[src/rtl/opmode_pkg.sv]
// Package: shared types for the operating mode controller.
// Assumes: 2-bit mode and size codes as listed in the brief.
package opmode_pkg;

    typedef enum logic [1:0] {
        OPM_REAL   = 2'd0,
        OPM_PROT   = 2'd1,
        OPM_COMPAT = 2'd2,
        OPM_WIDE   = 2'd3
    } opm_mode_e;

    typedef enum logic [1:0] {
        SZ_16 = 2'd0,
        SZ_32 = 2'd1,
        SZ_64 = 2'd2
    } opm_size_e;

    typedef struct packed {
        logic prot;
        logic page;
        logic ext;
        logic lng;
        logic act;
    } opm_state_t;

    localparam int unsigned SEL_CTRL = 0;
    localparam int unsigned SEL_EXT  = 1;
    localparam int unsigned SEL_LONG = 2;

endpackage

[src/rtl/opmode_regs.sv]
// Module: state bits plus the write-legality rules.
// Assumes: one write per cycle; a refused write leaves state untouched and
// raises fault on the following cycle only. The active bit is never written.
module opmode_regs
    import opmode_pkg::*;
#(
    parameter int SEL_W  = 2,
    parameter int DATA_W = 2
) (
    input  logic              clk,
    input  logic              rst_n,
    input  logic              wr_en,
    input  logic [SEL_W-1:0]  wr_sel,
    input  logic [DATA_W-1:0] wr_data,
    output opm_state_t        state,
    output logic              fault
);

    localparam int PROT_BIT = 0;
    localparam int PAGE_BIT = 1;
    localparam int EXT_BIT  = 0;
    localparam int LONG_BIT = 0;

    opm_state_t cur_q, nxt;
    logic       reject;
    logic       req_prot, req_page, req_ext, req_long;

    // Pull the requested field values out of the data word.
    always_comb begin
        req_prot = wr_data[PROT_BIT];
        req_page = wr_data[PAGE_BIT];
        req_ext  = wr_data[EXT_BIT];
        req_long = wr_data[LONG_BIT];
    end

    // Apply the ordering rules and form the next state.
    always_comb begin
        nxt    = cur_q;
        reject = 1'b0;
        if (wr_en) begin
            if (wr_sel == SEL_W'(SEL_CTRL)) begin
                if (req_page && !req_prot) begin
                    reject = 1'b1;
                end else if (req_page && !cur_q.page && cur_q.lng && !cur_q.ext) begin
                    reject = 1'b1;
                end else begin
                    nxt.prot = req_prot;
                    nxt.page = req_page;
                    nxt.act  = req_page & cur_q.lng;
                end
            end else if (wr_sel == SEL_W'(SEL_EXT)) begin
                if (!req_ext && cur_q.page && cur_q.lng) begin
                    reject = 1'b1;
                end else begin
                    nxt.ext = req_ext;
                end
            end else if (wr_sel == SEL_W'(SEL_LONG)) begin
                if ((req_long != cur_q.lng) && cur_q.page) begin
                    reject = 1'b1;
                end else begin
                    nxt.lng = req_long;
                end
            end
        end
    end

    // Hold the state bits; reset puts the block in real mode.
    always_ff @(posedge clk) begin
        if (!rst_n) begin
            cur_q <= '0;
        end else begin
            cur_q <= nxt;
        end
    end

    // Register the refusal as a one-cycle fault pulse.
    always_ff @(posedge clk) begin
        if (!rst_n) begin
            fault <= 1'b0;
        end else begin
            fault <= reject;
        end
    end

    assign state = cur_q;

endmodule

[src/rtl/opmode_decode.sv]
// Module: derive operating mode and the reserved-encoding flag.
// Assumes: active bit only set with protection on (guaranteed by opmode_regs).
module opmode_decode
    import opmode_pkg::*;
(
    input  logic      prot,
    input  logic      act,
    input  logic      cs_l,
    input  logic      cs_d,
    output opm_mode_e mode,
    output logic      invalid
);

    // Select the mode row from protection, active bit and descriptor bits.
    always_comb begin
        invalid = 1'b0;
        if (!prot) begin
            mode = OPM_REAL;
        end else if (!act) begin
            mode = OPM_PROT;
        end else if (!cs_l) begin
            mode = OPM_COMPAT;
        end else begin
            mode    = OPM_WIDE;
            invalid = cs_d;
        end
    end

endmodule

[src/rtl/opmode_size.sv]
// Module: effective operand and address sizes from mode and prefixes.
// Assumes: in the 64-bit row the wide request outranks the operand override.
module opmode_size
    import opmode_pkg::*;
(
    input  opm_mode_e mode,
    input  logic      cs_d,
    input  logic      osz_ovr,
    input  logic      asz_ovr,
    input  logic      wide_op,
    output opm_size_e op_size,
    output opm_size_e addr_size
);

    opm_size_e base;

    // Default size for the 16/32 rows: real is fixed at 16, others follow D.
    always_comb begin
        if (mode == OPM_REAL) begin
            base = SZ_16;
        end else begin
            base = cs_d ? SZ_32 : SZ_16;
        end
    end

    // Apply prefixes to form the effective sizes.
    always_comb begin
        if (mode == OPM_WIDE) begin
            if (wide_op) begin
                op_size = SZ_64;
            end else begin
                op_size = osz_ovr ? SZ_16 : SZ_32;
            end
            addr_size = asz_ovr ? SZ_32 : SZ_64;
        end else begin
            op_size   = osz_ovr ? ((base == SZ_32) ? SZ_16 : SZ_32) : base;
            addr_size = asz_ovr ? ((base == SZ_32) ? SZ_16 : SZ_32) : base;
        end
    end

endmodule

[src/rtl/opmode_ctl.sv]
// Module: top of the operating mode controller.
// Assumes: descriptor bits and prefix inputs are stable for the cycle they
// are used; outputs of the decode are combinational from held state.
module opmode_ctl
    import opmode_pkg::*;
#(
    parameter int SEL_W  = 2,
    parameter int DATA_W = 2
) (
    input  logic              clk,
    input  logic              rst_n,
    input  logic              wr_en,
    input  logic [SEL_W-1:0]  wr_sel,
    input  logic [DATA_W-1:0] wr_data,
    input  logic              cs_l,
    input  logic              cs_d,
    input  logic              osz_ovr,
    input  logic              asz_ovr,
    input  logic              wide_op,
    output logic [1:0]        mode_o,
    output logic [1:0]        op_size_o,
    output logic [1:0]        addr_size_o,
    output logic              mode_invalid_o,
    output logic              fault_o,
    output logic              prot_en_o,
    output logic              page_en_o,
    output logic              addr_ext_o,
    output logic              long_en_o,
    output logic              long_act_o
);

    opm_state_t st;
    opm_mode_e  mode;
    opm_size_e  op_sz, ad_sz;

    opmode_regs #(.SEL_W(SEL_W), .DATA_W(DATA_W)) u_regs (
        .clk     (clk),
        .rst_n   (rst_n),
        .wr_en   (wr_en),
        .wr_sel  (wr_sel),
        .wr_data (wr_data),
        .state   (st),
        .fault   (fault_o)
    );

    opmode_decode u_dec (
        .prot    (st.prot),
        .act     (st.act),
        .cs_l    (cs_l),
        .cs_d    (cs_d),
        .mode    (mode),
        .invalid (mode_invalid_o)
    );

    opmode_size u_size (
        .mode      (mode),
        .cs_d      (cs_d),
        .osz_ovr   (osz_ovr),
        .asz_ovr   (asz_ovr),
        .wide_op   (wide_op),
        .op_size   (op_sz),
        .addr_size (ad_sz)
    );

    assign mode_o      = mode;
    assign op_size_o   = op_sz;
    assign addr_size_o = ad_sz;
    assign prot_en_o   = st.prot;
    assign page_en_o   = st.page;
    assign addr_ext_o  = st.ext;
    assign long_en_o   = st.lng;
    assign long_act_o  = st.act;

endmodule

[config.mk]
export PLATFORM = sky130hd
export DESIGN_NAME = opmode_ctl
export DESIGN_NICKNAME = d
export VERILOG_FILES = /design/src/rtl/opmode_pkg.sv /design/src/rtl/opmode_regs.sv /design/src/rtl/opmode_decode.sv /design/src/rtl/opmode_size.sv /design/src/rtl/opmode_ctl.sv
export SDC_FILE = /design/constraint.sdc
export NUM_CORES = 1
export LEC_CHECK = 0
export ABC_CLOCK_PERIOD_IN_PS = 1400
export BUFFER_PORTS_ARGS = -buffer_cell sky130_fd_sc_hd__buf_2
export CAP_MARGIN = 10
export CORE_AREA = 2 2 39 41
export CTS_CLUSTER_SIZE = 40
export DETAILED_ROUTE_END_ITERATION = 10
export DIE_AREA = 0 0 41 43
export PLACE_DENSITY = 0.69
export SYNTH_ARGS = -nofsm -noshare
export SYNTH_HDL_FRONTEND = slang
export SYNTH_SLANG_ARGS = --single-unit
[constraint.sdc]
create_clock -name clk -period 1.4 [get_ports clk]
set_clock_uncertainty 0.1 [all_clocks]
set_input_delay 0.14 -clock clk [delete_from_list [all_inputs] [get_ports clk]]
set_output_delay 0.14 -clock clk [all_outputs]
set_load 0.02 [all_outputs]
==> Word level (Yosys, flattened, before mapping) <==
Index checks and enable logic that the tools add are counted.
{ "word_totals": {"input_bits": 12, "mem_bits_rw": 0, "wordCells": 57, "mem_count": 0, "output_inout_bits": 13, "mem_bits_ro": 0, "latch_bits": 0, "reg_bits": 6} }
{ "classes": {"bitwise_logic": 7, "n_mul": 0, "reduce_logical": 16, "add_sub_neg": 0, "n_lt_le_gt_ge": 0, "shifts": 0, "n_div": 0, "muxes": 23, "n_eq_ne": 5} }
{ "op_table": {"columns": ["op", "n"], "rows": [
  ["$mux 2", 9],
  ["$mux 1", 14],
  ["$reduce_and 4->1", 2],
  ["$logic_and 1x1->1", 7],
  ["$not 1->1", 6],
  ["$reduce_and 5->1", 1],
  ["$eq 2x1->1 const B", 2],
  ["$eq 2x2->1 const B", 2],
  ["$logic_not 2->1", 2],
  ["$logic_not 1->1", 3],
  ["$reduce_and 2->1", 1],
  ["$and 1x1->1", 1],
  ["$ne 1x1->1", 1]
]} }

==> Depth between registers and ports, before layout <==
{ "logic_depth": {"word_depth": 9, "mapped_depth": 4, "ltp_nobuf": 4} }

==> Cells and area by module <==
A second synthesis with hierarchy kept.
{ "hier_totals": {"cells_unflattened": 59, "area_unflattened_um2": 451.7} }
{ "by_module_without_submodules": {"columns": ["mod", "seq_area_each_um2", "instances", "cells_each", "area_per_inst_um2"], "rows": [
  ["opmode_regs", 120.1, 1, 42, 337.8],
  ["opmode_size", 0.0, 1, 13, 87.6],
  ["opmode_decode", 0.0, 1, 4, 26.3]
]} }

==> Worst setup path before layout <==
OpenSTA, ideal clock, no wires.
{ "synth_path": {"path_kind": "reg2out", "startpoint": "reg u_regs.cur_q, in the netlist u_regs.state[4]", "endpoint": "out addr_size_o[1]", "stages_incl_launch_ff": 3, "arrival_time_ps": 1385, "path_slack_ps": -225, "n_path_buf": 0, "path_cell_list": "dfxtp_1 > and2_1 > nor3b_1"} }
{ "synth_between": {"elab_chain_len": 3} }
{ "synth_rtl": {"columns": ["element", "line", "source"], "rows": [
  ["from (decl)", "opmode_regs.sv:24", "opm_state_t cur_q, nxt;"],
  ["from (signal assigned)", "opmode_regs.sv:72", "cur_q <= nxt;"],
  ["$mux 2", "opmode_decode.sv:17", "if (!prot) begin"],
  ["via mode_o[1]", "opmode_ctl.sv:20", "output logic [1:0] mode_o,"],
  ["$eq 2x2->1", "opmode_size.sv:28", "if (mode == OPM_WIDE) begin"],
  ["$mux 2", "opmode_size.sv:28", null],
  ["to (decl)", "opmode_ctl.sv:22", "output logic [1:0] addr_size_o,"]
]} }
The timed path passes the listed nets, and every way through them passes these cells.

==> Final worst setup path <==
{ "layout_path": {"startpoint": "reg u_regs.cur_q, in the netlist u_regs.state[4]", "endpoint": "out op_size_o[0]"} }
{ "layout_between": {"elab_chain_len": 7, "elab_cells_between_ends": 8} }
{ "layout_rtl": {"columns": ["element", "line", "source"], "rows": [
  ["$mux 2 *", "opmode_decode.sv:17", null],
  ["$logic_not 2->1", "opmode_size.sv:19", "if (mode == OPM_REAL) begin"],
  ["$mux 2", "opmode_size.sv:19", null],
  ["$eq 2x1->1", "opmode_size.sv:36", "op_size = osz_ovr ? ((base == SZ_32) ? SZ_16 : SZ_32) : base;"],
  ["$mux 1", "opmode_size.sv:36", null],
  ["$mux 2", "opmode_size.sv:36", null],
  ["$mux 2 *", "opmode_size.sv:28", null],
  ["to (decl)", "opmode_ctl.sv:21", "output logic [1:0] op_size_o,"]
]} }
Mark *: on every way between the ends. The rest lies on a longest branch, timed or not.

==> results.txt <==
The most common cell in the synthesized netlist is sky130_fd_sc_hd__dfxtp_1. The clock net sink count is 6. The via count of the first global-routing pass is 419. The met3 demand-to-capacity share in global routing came out at 2.094%. The placer congestion estimate is 0.7864.

The share of the cycle needed by the critical path after routing came out at 98.49%. TritonCTS built the clock tree. The area share of the largest cell type after synthesis is 28.40%. For this run, global-route usage on met2 was measured as about 23%. The number of synthesized flops with an enable pin is 0. The startpoint-to-endpoint class of the critical path is flip-flop to output pin.

The number of vias per cell after detailed routing is 5.214. The maximum number of pins on one net before global-route repair came out at 9. Of all flip-flops after synthesis, the portion carrying an async set or reset was 0%. The minimum clock period after layout came out at 1379 ps. Counting every net in the synthesized netlist gives 65. The maximum level of the CTS H-tree came out at 1. The die outline area is 1763 um^2. In the synthesized netlist, the cells that appear most often are sky130_fd_sc_hd__dfxtp_1 (6), sky130_fd_sc_hd__a21oi_1 (5), sky130_fd_sc_hd__nand2_1 (4), sky130_fd_sc_hd__o21ai_0 (4). The multi-input combinational cells in the finished layout cover a total of 310.3 um^2. The hold buffer count at CTS came out at 0. The area added between synthesis and finish is 50.30%. The final-layout worst hold slack is about 54 ps. Averaged over all synthesized cells, the footprint is 7.979 um^2.

The flip-flop and latch count after synthesis came out at 6. The total leakage power came out at 0.0002969 uW. The number of diodes added for antenna fixing came out at 0. The worst supply voltage drop on vdd came out at 296.4 uV. The achievable frequency came out at 725.2 MHz.

No sink is reached through more buffers than the 2 on the longest clock path. The final number of max-transition violations came out at 0. The global routing stage identified its most utilized layer as met2. The distinct cell type count after synthesis is 29. Global routing used 13.91% of the available tracks. After clock tree synthesis, the setup repair step added 0 buffers.

For this run, the leading register cell type out of synthesis is sky130_fd_sc_hd__dfxtp_1. Summed over all failing endpoints, the final setup total negative slack is 0 ps. The cell area power density came out at 692.2 nW/um^2.

The required time of the worst setup path came out at 1160 ps. The clock-pin slew on the worst setup and hold paths came out at 50 ps. The number of filler cells placed in the layout is between 100 and 150. The post-synthesis instance total is 53. Summing all flip-flop and latch instances after layout gives ~130 um^2. The share of layout cells above drive strength 1 came out at 48.78%. The total wire length is 1197 um. The average routed wire per standard cell came out at 12.21 um. In this run, the number of DRC markers left after iteration 0 of detailed routing was 5. By area the synthesized netlist is led by sky130_fd_sc_hd__dfxtp_1 (28%), sky130_fd_sc_hd__a21oi_1 (5.9%), sky130_fd_sc_hd__a21boi_0 (5.3%). The final hold violation count is 0. The total number of vias is 511.

The max-cap violation count is 0. Data on the critical path arrives at its endpoint at 1140 ps. The number of design rule violations left after detail routing came out at 0. The run finished with clean final reports. CTS placed an instance of sky130_fd_sc_hd__clkbuf_4 at the clock tree root. The min-delay analysis places its worst path in the category primary input to flip-flop. The total half-perimeter wirelength after legalization and detailed placement is 881.5 um.

sky130_fd_sc_hd__dfxtp_1 takes more of the synthesized area than any other cell. The setup-violating endpoint count in the final report is 0. The count of nets after finishing came out at 96. The floorplan row count came out at 14.

After global routing the overflow that remains totals 0. The number of input and output port buffers inserted is 24. Once detail routing completed, the nets flagged for antenna violations numbered 0. The die extent in x is 41 um. The critical-path maximum fanout came out at 8.

25 I/O pins were placed. The met1 layer usage reported by global route came out at 16.61%. The relative max-transition margin is 79.94%. The number of antenna violations at the first check in global routing was 0. After floorplanning, the core was sized to cover 1384 um^2. The cell area that synthesis handed to floorplanning was between 400 and 500 um^2.

The clock latency of the later-clocked register in the worst-skew pair is 250 ps. The share of the yosys chip area belonging to registers came out at about 28%. Once the floorplan was initialized, standard cells occupied 30.56% of the core. Setup repair after global routing could not meet its margin everywhere. The global-route wire length before repair is 1711 um. The pin slew with the least headroom to its limit is 297.2 ps. Buffers inserted during clock tree synthesis total 3. The endpoint kind of the worst setup timing path is an output pin.

The die height is approximately 43 um. The number of warnings reported in the yosys synthesis log came out at 0. The count of TritonRoute iterations in the first routing pass came out at 4. The sort of element at the start of the critical path is a flip-flop.
-- sequential cells by signal (all words and copies together) (netlist names) --
signal / flops
u_regs.state: 5
u_regs.fault: 1
-- power breakdown --
group          total (uW)  leakage [uW]  switching [uW]  internal (uW)
Combinational        97.6      0.000233            54.9           42.6
Sequential            179     0.0000499            4.51            174
Clock                 163     0.0000138            66.3           97.2
Total                 440      0.000297             126            314
-- cell usage in the layout (no fill, tap or decap) --
master,netlist,layout
sky130_fd_sc_hd__o21a_1,1,1
sky130_fd_sc_hd__a21boi_0,3,3
sky130_fd_sc_hd__dfxtp_2,0,1
sky130_fd_sc_hd__dfxtp_4,0,1
sky130_fd_sc_hd__dfxtp_1,6,4
sky130_fd_sc_hd__or3b_1,1,1
sky130_fd_sc_hd__o21ai_2,0,1
sky130_fd_sc_hd__nor3b_2,1,1
sky130_fd_sc_hd__and3_2,1,1
sky130_fd_sc_hd__xor2_1,1,1
sky130_fd_sc_hd__inv_2,1,1
sky130_fd_sc_hd__nor2_1,2,2
sky130_fd_sc_hd__nor2_2,1,1
sky130_fd_sc_hd__a21oi_1,5,5
sky130_fd_sc_hd__or4b_1,1,1
sky130_fd_sc_hd__nand3_1,1,1
sky130_fd_sc_hd__nand3b_1,2,2
sky130_fd_sc_hd__and3_1,3,2
sky130_fd_sc_hd__nor2b_1,2,2
sky130_fd_sc_hd__and2_4,0,1
sky130_fd_sc_hd__nor4b_1,1,1
sky130_fd_sc_hd__o22a_1,1,1
sky130_fd_sc_hd__and3_4,0,1
sky130_fd_sc_hd__clkbuf_4,0,3
sky130_fd_sc_hd__o21ai_0,4,3
sky130_fd_sc_hd__nor3_1,1,1
sky130_fd_sc_hd__nor3b_4,0,1
sky130_fd_sc_hd__o311ai_0,1,1
sky130_fd_sc_hd__buf_2,0,21
sky130_fd_sc_hd__xnor2_1,1,1
sky130_fd_sc_hd__nand2_1,4,4
sky130_fd_sc_hd__buf_4,0,5
sky130_fd_sc_hd__inv_1,3,3
sky130_fd_sc_hd__o221ai_1,1,1
sky130_fd_sc_hd__nand4bb_1,1,1
sky130_fd_sc_hd__o221a_2,1,1
-- routing by layer --
metal / vias to the layer above / part of all wire (%)
met5: - / 0
met4: 0 / 0.50
met3: 2 / 8.2
met2: 26 / 49
met1: 220 / 42
li1: 263 / -
-- what timing repair did --
action,CTS,global route
endpoints found under the setup margin,4,5
gates resized for setup,5,5
pin swaps,1,0
-- stage by stage --
stage                     util [%]  power [uW]  instances  instance area [um^2]  setup slack [ps]
final                        45.93       439.9         98                 635.6             21.14
after global routing         45.93       464.5         98                 635.6            -16.18
after CTS                    44.85       441.3         98                 620.6             6.950
after detailed placement     42.59       275.4         95                 589.3             122.1
after global placement       42.59       273.2         95                 589.3             146.4
after floorplan                  -       229.1         53                 434.2             8.328
-- layout make-up --
type,count,area share (%)
tap,16,3.150
multi-input combinational,43,48.82
sequential,6,19.69
inverter,4,2.362
clock buffer,3,3.543
timing repair buffer,26,22.44
-- cell families after synthesis --
group,after synthesis,synth area share (%)
AND/OR/NAND/NOR,24,37.28
XOR/XNOR,2,4.143
AO/OA/AOI/OAI,17,26.63
flip-flops,6,28.40
buffers and inverters,4,3.549
-- final timing paths --
path	cells after the start	start	slack [ps]	endpoint
worst min-delay path	3	wr_en	50	u_regs.fault
worst min register to register	2	u_regs.state[4]	440	u_regs.state[4]
worst max register to register	4	u_regs.state[2]	100	u_regs.fault
worst max-delay path	4	u_regs.state[4]	20	op_size_o[0]
-- critical path, stage by stage (launching register included) --
cell and delay [ps]:
sky130_fd_sc_hd__dfxtp_4 360, sky130_fd_sc_hd__and3_4 150, sky130_fd_sc_hd__o21ai_2 100, sky130_fd_sc_hd__o221ai_1 110, sky130_fd_sc_hd__buf_4 170
Power figures use the tool's default switching activity.
